`src/rtl/trim_pkg.sv`:
```
package trim_pkg;
  // Decoded calibration settings, captured at each window start.
  typedef struct packed {
    logic       coarse;   // 1: short (coarse) window
    logic       neg;      // trim withholds ticks
    logic [7:0] mag;      // |trim|, 0..128
    logic       bad;      // guard field inconsistent with sign
  } trim_cfg_t;
endpackage

```
`src/rtl/trim_decode.sv`:
```
module trim_decode
  import trim_pkg::*;
(
  input  logic [15:0] cal_word,
  output trim_cfg_t   cfg
);
  logic       sgn;
  logic [6:0] want_guard;
  logic       guard_ok;

  always_comb begin
    sgn        = cal_word[7];
    want_guard = {1'b0, ~sgn, {5{sgn}}};
    guard_ok   = (cal_word[14:8] == want_guard);
    if (guard_ok) begin
      cfg.coarse = cal_word[15];
      cfg.neg    = sgn;
      cfg.mag    = sgn ? (~cal_word[7:0] + 8'd1) : cal_word[7:0];
      cfg.bad    = 1'b0;
    end else begin
      cfg.coarse = 1'b0;
      cfg.neg    = 1'b0;
      cfg.mag    = 8'd0;
      cfg.bad    = 1'b1;
    end
  end
endmodule

```
`src/rtl/trim_window_seq.sv`:
```
module trim_window_seq
  import trim_pkg::*;
#(
  parameter int FINE_LOG2   = 20,
  parameter int COARSE_LOG2 = 18
) (
  input  logic      clk,
  input  logic      rst_n,
  input  logic      slow_en,
  input  trim_cfg_t cfg_in,
  output logic      corr_add,
  output logic      corr_sub,
  output logic      err_flag
);
  localparam int WIN_W = FINE_LOG2;
  localparam logic [WIN_W-1:0] FINE_LAST   = {WIN_W{1'b1}};
  localparam logic [WIN_W-1:0] COARSE_LAST = WIN_W'((64'd1 << COARSE_LOG2) - 64'd1);

  logic [WIN_W-1:0] win_q, win_d;
  logic             coarse_q, coarse_d;
  logic             neg_q, neg_d;
  logic [7:0]       left_q, left_d;
  logic             err_q, err_d;
  logic             win_start;
  logic             win_last;
  logic             corr_on;

  always_comb begin
    win_start = (win_q == '0);
    win_last  = coarse_q ? (win_q == COARSE_LAST) : (win_q == FINE_LAST);
    corr_on   = slow_en && !win_start && (left_q != 8'd0);

    win_d    = win_q;
    coarse_d = coarse_q;
    neg_d    = neg_q;
    left_d   = left_q;
    err_d    = err_q;

    if (slow_en) begin
      if (win_start) begin
        coarse_d = cfg_in.coarse;
        neg_d    = cfg_in.neg;
        left_d   = cfg_in.mag;
        err_d    = err_q | cfg_in.bad;
        win_d    = WIN_W'(1);
      end else begin
        win_d = win_last ? '0 : win_q + WIN_W'(1);
        if (corr_on) begin
          left_d = left_q - 8'd1;
        end
      end
    end
  end

  always_ff @(posedge clk or negedge rst_n) begin
    if (!rst_n) begin
      win_q    <= '0;
      coarse_q <= 1'b0;
      neg_q    <= 1'b0;
      left_q   <= 8'd0;
      err_q    <= 1'b0;
    end else begin
      win_q    <= win_d;
      coarse_q <= coarse_d;
      neg_q    <= neg_d;
      left_q   <= left_d;
      err_q    <= err_d;
    end
  end

  assign corr_add = corr_on && !neg_q;
  assign corr_sub = corr_on && neg_q;
  assign err_flag = err_q;
endmodule

```
`src/rtl/trim_tick_div.sv`:
```
module trim_tick_div #(
  parameter int TICKS_PER_SEC = 32768
) (
  input  logic clk,
  input  logic rst_n,
  input  logic slow_en,
  input  logic corr_add,
  input  logic corr_sub,
  output logic tick
);
  localparam int CNT_W = $clog2(TICKS_PER_SEC + 2);
  localparam logic [CNT_W-1:0] LIMIT = CNT_W'(TICKS_PER_SEC);

  logic [CNT_W-1:0] cnt_q, cnt_d;
  logic [CNT_W-1:0] step;
  logic [CNT_W-1:0] sum;
  logic             tick_d, tick_q;

  always_comb begin
    if (!slow_en)      step = '0;
    else if (corr_add) step = CNT_W'(2);
    else if (corr_sub) step = '0;
    else               step = CNT_W'(1);
    sum    = cnt_q + step;
    tick_d = (sum >= LIMIT);
    cnt_d  = tick_d ? (sum - LIMIT) : sum;
  end

  always_ff @(posedge clk or negedge rst_n) begin
    if (!rst_n) begin
      cnt_q  <= '0;
      tick_q <= 1'b0;
    end else begin
      cnt_q  <= cnt_d;
      tick_q <= tick_d;
    end
  end

  assign tick = tick_q;
endmodule

```
`src/rtl/trim_prescaler.sv`:
```
module trim_prescaler
  import trim_pkg::*;
#(
  parameter int TICKS_PER_SEC = 32768,
  parameter int FINE_LOG2     = 20,
  parameter int COARSE_LOG2   = 18
) (
  input  logic        clk,
  input  logic        rst_n,
  input  logic        slow_en,
  input  logic [15:0] cal_word,
  output logic        sec_tick,
  output logic        cal_err
);
  trim_cfg_t cfg;
  logic      corr_add;
  logic      corr_sub;

  trim_decode u_dec (
    .cal_word (cal_word),
    .cfg      (cfg)
  );

  trim_window_seq #(
    .FINE_LOG2   (FINE_LOG2),
    .COARSE_LOG2 (COARSE_LOG2)
  ) u_seq (
    .clk      (clk),
    .rst_n    (rst_n),
    .slow_en  (slow_en),
    .cfg_in   (cfg),
    .corr_add (corr_add),
    .corr_sub (corr_sub),
    .err_flag (cal_err)
  );

  trim_tick_div #(
    .TICKS_PER_SEC (TICKS_PER_SEC)
  ) u_div (
    .clk      (clk),
    .rst_n    (rst_n),
    .slow_en  (slow_en),
    .corr_add (corr_add),
    .corr_sub (corr_sub),
    .tick     (sec_tick)
  );
endmodule

```
`config.mk`:
```
export PLATFORM = sky130hd
export DESIGN_NAME = trim_prescaler
export DESIGN_NICKNAME = d
export VERILOG_FILES = /design/src/rtl/trim_pkg.sv /design/src/rtl/trim_decode.sv /design/src/rtl/trim_window_seq.sv /design/src/rtl/trim_tick_div.sv /design/src/rtl/trim_prescaler.sv
export SDC_FILE = /design/constraint.sdc
export NUM_CORES = 1
export LEC_CHECK = 0
export ABC_AREA = 1
export BUFFER_PORTS_ARGS = -buffer_cell sky130_fd_sc_hd__buf_2
export CAP_MARGIN = 0
export CORE_ASPECT_RATIO = 1.4
export CORE_MARGIN = 2
export CORE_UTILIZATION = 49
export CTS_BUF_LIST = sky130_fd_sc_hd__clkbuf_16
export DETAILED_ROUTE_END_ITERATION = 10
export MAX_ROUTING_LAYER = met4
export PLACE_DENSITY_LB_ADDON = 0.25
export RECOVER_POWER = 25
export SLEW_MARGIN = 30
export SYNTH_ARGS = -nofsm -noshare
export SYNTH_HDL_FRONTEND = slang
export SYNTH_SLANG_ARGS = --single-unit
```
`constraint.sdc`:
```
create_clock -name clk -period 5.9 [get_ports clk]
set_clock_uncertainty 0.2 [all_clocks]
set_input_delay 1.18 -clock clk [delete_from_list [all_inputs] [get_ports clk]]
set_output_delay 1.18 -clock clk [all_outputs]
set_load 0.005 [all_outputs]
```
* After elaboration in Yosys (flattened, before gate mapping)
Index checks and enable logic that the tools add are counted. Widths: inputs -> output; s select.
Storage, ports and cells: logic and storage cells 41, output and inout port bits 2, bits in registers 48, bits of input ports 19
Operators by class: bitwise operators 3, reduce and logical (&&, ||, !) cells 11, equality and inequality tests 3, muxes and demuxes 11, add/subtract/negate cells 5, magnitude comparators 1
Operator list (number):
- $mux 16 | 3
- $mux 20 | 2
- $mux 8 | 3
- $add 20x1->20 const B | 1
- $eq 20x18->1 const B | 1
- $eq 20x20->1 const B | 1
- $logic_not 20->1 | 1
- $add 16x16->16 | 1
- $ge 16x16->1 const B | 1
- $sub 16x16->16 const B | 1
- $mux 11 | 1
- $add 8x1->8 const B | 1
- $not 8->8 | 1
- $reduce_bool 8->1 | 1
- $sub 8x1->8 const B | 1
- $eq 7x6->1 | 1
- $logic_and 1x1->1 | 4
- $reduce_and 2->1 | 2
- $logic_not 1->1 | 2
- $mux 1 | 2
- $reduce_bool 2->1 | 1
- $not 1->1 | 1
- $or 1x1->1 | 1

* Depth between registers and ports, before layout
depth in word-level cells 11, depth in mapped cells 16, gate-level depth less buffers 16

* Modules after synthesis
Synthesis repeated with hierarchy kept, for this count alone.
Second synthesis, totals: cells, all modules 477, area, all modules 3324.4 um^2
By module, submodules not included:
- trim_window_seq | times used 1, cells each 324, seq. area each 775.7 um^2, area each 2193.4 um^2
- trim_tick_div | times used 1, cells each 96, seq. area each 425.4 um^2, area each 852.1 um^2
- trim_decode | times used 1, cells each 57, seq. area each 0.0 um^2, area each 279.0 um^2

* Worst setup path before layout
Ideal clock, no wire load.
kind input-to-reg, start in slow_en, end reg u_div.cnt_q[14], cell stages on the path 13, slack 2.695 ns, library setup time 0.123 ns, data arrival time 2.882 ns, path through inv_1 > clkbuf_1 > a21oi_1 > ha_1 > inv_1 > fa_1 > inv_1 > nand3_2 > nor2_2 > nand3_2 > nor2_1 > nand3_1 > xnor2_1
On the way: cells in the longest elaborated chain, start to end 9, elaborated cells between the ends (all ways) 11, classes of those cells 2 x add/sub; 1 x order compare; 4 x mux; 4 x reduce/logical
RTL lines:
- from (decl) | RTL line trim_prescaler.sv:10 | input logic slow_en,
- $logic_and 1x1->1 (2 in series) | RTL line trim_window_seq.sv:31 | corr_on = slow_en && !win_start && (left_q != 8'd0);
- $logic_and 1x1->1 | RTL line trim_window_seq.sv:72 | assign corr_sub = corr_on && neg_q;
- $mux 1 | RTL line trim_tick_div.sv:22 | else if (corr_sub) step = '0;
- $mux 16 | RTL line trim_tick_div.sv:21 | else if (corr_add) step = CNT_W'(2);
- $mux 16 (*) | RTL line trim_tick_div.sv:20 | if (!slow_en) step = '0;
- $add 16x16->16 (*) | RTL line trim_tick_div.sv:24 | sum = cnt_q + step;
- $sub 16x16->16 / $ge 16x16->1 (equally long branches) | RTL line trim_tick_div.sv:26, trim_tick_div.sv:25
- $mux 16 (*) | RTL line trim_tick_div.sv:26 | cnt_d = tick_d ? (sum - LIMIT) : sum;
- net u_div.cnt_d[14] | RTL line trim_tick_div.sv:14 | logic [CNT_W-1:0] cnt_q, cnt_d;
- to (signal assigned) | RTL line trim_tick_div.sv:34 | cnt_q <= cnt_d;
- to (decl) | RTL line trim_tick_div.sv:14
Mark *: on every way through the listed nets, which the timed path passes. The rest lies on a longest branch. A chain may end at the register's enable or synchronous reset.

* Worst setup path after layout
Ends and elaborated chain as after synthesis.

==> results.txt <==
----------------------------------------------------
[Timing]
  Share of the clock period used by the worst path after layout ... 64.3%
  Final count of hold timing violations ... 0
  Final Critical Period ... between 3000 and 4000 ps
  RSZ-0062 raised after global routing ... no
  Setup Viol. Count Final ... 0
  Slew @ Worst Pin ... ~2500 ps
  Achievable Freq ... approximately 260 MHz
  Worst slew margin relative to its limit ... -70.0%
  Number of pins exceeding their max-slew limit in the final report ... around 50
  Setup total negative slack ... 0 ps

[CTS]
  Post-CTS Repair Setup Buffers ... 0
  Reg clk slew, reported paths ... approximately 60 ps
  Number of buffers between clock root and the deepest sink ... 2
  CTS tree ... built
  Post-CTS resize count ... 0
  H-tree lvl count ... 2
  Clock sink count ... 48
  Inserted Clock Buffers ... 5
  Root buffer cell ... sky130_fd_sc_hd__clkbuf_16
  Cts hold-fix bufs ... 0
  Worst skew pair latency ... 290 ps

[Final layout]
  Design area ... between 3000 and 4000 um^2
  Fraction of final layout cells sized beyond drive strength 1 ... under 10%
  Synthesis-to-finish area growth ... 10.3%
  Final cell utilization of the core ... a little under three fifths
  Antenna fix cells ... 0
  Number of nets in the layout ... a little under 500

[Status]
  Violated checks ... capacitance limit, slew limit
  Run status ... finished with violations

[Die]
  Std-Cell Rows ... 34
  Die outline height ... just under 100 um
  Core footprint ... approximately 6000 um^2
  Die span in x ... 71.4 um
  Initial standard-cell utilization of the core ... just over 50%
  I/O pin total ... 21
  Floorplan die area ... 7010 um^2

[Synth]
  Unique masters post-synth ... 33
  Sequential cell area fraction in the yosys report ... approximately two fifths
  Yosys warning total ... 0
  Synth Flop Type ... sky130_fd_sc_hd__dfrtp_1
  Library cell with the highest instance count after synthesis ... sky130_fd_sc_hd__nand2_1
  Gate count of the mapped netlist ... roughly 440
  Total nets after synthesis ... roughly 470
  Area contributors post-synth ... sky130_fd_sc_hd__dfrtp_1, sky130_fd_sc_hd__nand2_1, sky130_fd_sc_hd__nor2_1
  Count of flip-flops with a built-in enable after synthesis ... 0
  Commonest cells in the synthesized netlist ... sky130_fd_sc_hd__nand2_1, sky130_fd_sc_hd__nor2_1, sky130_fd_sc_hd__inv_1
  Top cell type by total area after synthesis ... sky130_fd_sc_hd__dfrtp_1
  Post-synth top area share ... 38.6%
  Post-Synthesis Cell Area ... 3110 um^2
  Post-synthesis async set-or-reset flop share ... 100%
  Synthesized area per cell ... approximately 7.0 um^2
  Post-synthesis register bit count ... 48

[Setup path]
  Endpoint of the most critical register-to-register path ... u_div.cnt_q[14]
  Startpoint of the most critical register-to-register path ... u_seq.left_q[0]
  WS Path Type ... in2reg
  Cell depth of the worst flop-to-flop path ... 16
  Register-to-register path setup slack ... between 2000 and 3000 ps
  Capturing element of the worst setup path ... u_div.cnt_q[14]
  Worst endpoint required time ... ~5900 ps
  Setup crit start ... slow_en
  Critical Path Start Type ... primary input
  Worst Setup End Kind ... register
  Worst path arrival time ... between 3000 and 4000 ps
  Crit-path max FO ... 23

[Placement]
  Final weighted congestion of routability-driven global placement ... ~0.86
  Detailed placer's ending HPWL ... 4800 um
  Total placed instance area ... about 3300 um^2
  Number of input and output port buffers inserted ... 20

[GRT]
  Total gr overflow ... 0
  Antenna violations before repair ... 0
  Vias in the first global route ... about 2600
  Maximum number of pins on one net before global-route repair ... between 40 and 50
  Global-route wire length before repair ... approximately 11000 um
  Overall routing resource usage ... 20.5%

[Drt]
  Drt pass-1 iters ... 6
  Total number of vias ... 2740
  Starting DRC count in detailed routing ... 129
  Vias per Instance ... about 5
  Total routed wirelength ... around 6400 um
  Avg WL per Cell ... between 10 and 15 um
  Final antenna-violating net count ... 0
  DRC Markers ... 0

[Job]
  Max-cap violations ... 1

[Min path]
  Worst hold-check path type ... reg2reg
  Number of stages on the worst hold path ... 1

[Power and ir drop]
  Total power density per cell area ... 320 nW/um^2
  Maximum resistive drop on vdd ... 0.187 mV
  Leakage ... between 0.0015 and 0.002 uW

----------------------------------------------------
-- cell families after synthesis --
| logic type | after synthesis | synth area share, % |
|---|---|---|
| DFF | 48 | 38.6 |
| buffers and inverters | 59 | 7.44 |
| xor gates and xnor gates | 26 | 7.32 |
| adders and majority gates | 7 | 3.06 |
| and+or+nand+nor | 267 | 37.4 |
| other | 1 | 0.121 |
| AOI/OAI and AO/OA | 34 | 6.11 |
-- critical path, stage by stage --
cell and delay (ps):
sky130_fd_sc_hd__buf_2 360, sky130_fd_sc_hd__inv_1 410, sky130_fd_sc_hd__nor2_1 260, sky130_fd_sc_hd__nand2_1 80
sky130_fd_sc_hd__nor2_1 130, sky130_fd_sc_hd__inv_1 70, sky130_fd_sc_hd__fa_1 420, sky130_fd_sc_hd__inv_1 80
sky130_fd_sc_hd__nand3_2 80, sky130_fd_sc_hd__nor2_2 140, sky130_fd_sc_hd__nand3_2 100, sky130_fd_sc_hd__nor2_1 190
sky130_fd_sc_hd__nand3_1 120, sky130_fd_sc_hd__xnor2_1 140
-- where the power goes --
part           leakage, uW  internal, uW  switching [uW]  total (uW)
clock            0.0000789           197             119         316
sequential        0.000607           406            88.0         494
combinational      0.00101           117             171         289
total              0.00169           720             378        1100
-- final cells by class --
type,instances,area [um^2]
clock buffers,5,125
clock inverters,3,37.5
fillers,595,2740
inverters,53,199
multi-input cells,335,1680
flip-flops and latches,48,1200
well taps,72,90.1
repair buffers,20,98.8
-- registers in the layout (all words and copies together), names as in the netlist --
signal / flops
u_seq.left_q: 8
u_seq.neg_q: 1
u_div.tick: 1
u_seq.coarse_q: 1
u_seq.err_flag: 1
u_div.cnt_q: 16
u_seq.win_q: 20
-- worst min path at each step --
stage / from / end / slack [ps]
floorplan: u_div.cnt_q[15] / u_div.tick / 220
finish: u_div.cnt_q[15] / u_div.tick / 250
detailed placement: u_div.cnt_q[15] / u_div.tick / 240
CTS: u_div.cnt_q[15] / u_div.tick / 250
global route: u_div.cnt_q[15] / u_div.tick / 260
global placement: u_div.cnt_q[15] / u_div.tick / 230
-- stage by stage --
step                      hold slack, ps  setup slack [ps]  power [uW]  cells
final                                247              2100        1100    536
after global routing                 262              1820        1180    536
after CTS                            249              2060        1110    536
after detailed placement             236              1760         789    528
after global placement               234              1880         778    528
after floorplan                      220              2700         709    442
-- layout by cell type, fill, tap and decap left out, types with 7 or more instances in the layout --
master,netlist,layout
sky130_fd_sc_hd__o21ai_0,20,20
sky130_fd_sc_hd__xnor2_1,8,8
sky130_fd_sc_hd__inv_1,52,52
sky130_fd_sc_hd__xor2_1,18,18
sky130_fd_sc_hd__nand4_1,10,10
sky130_fd_sc_hd__nor2_1,54,54
sky130_fd_sc_hd__nor2_2,7,7
sky130_fd_sc_hd__dfrtp_1,48,48
sky130_fd_sc_hd__buf_2,2,19
sky130_fd_sc_hd__nand2_1,140,140
sky130_fd_sc_hd__nand3_1,40,40
-- layer usage --
metal	part of all wire [%]	track usage (%)
met5	0	-
met4	2.3	8.71
met3	2.4	2.48
met2	50	35.3
met1	45	23.6
No activity file was read; power rests on OpenSTA's default activity.
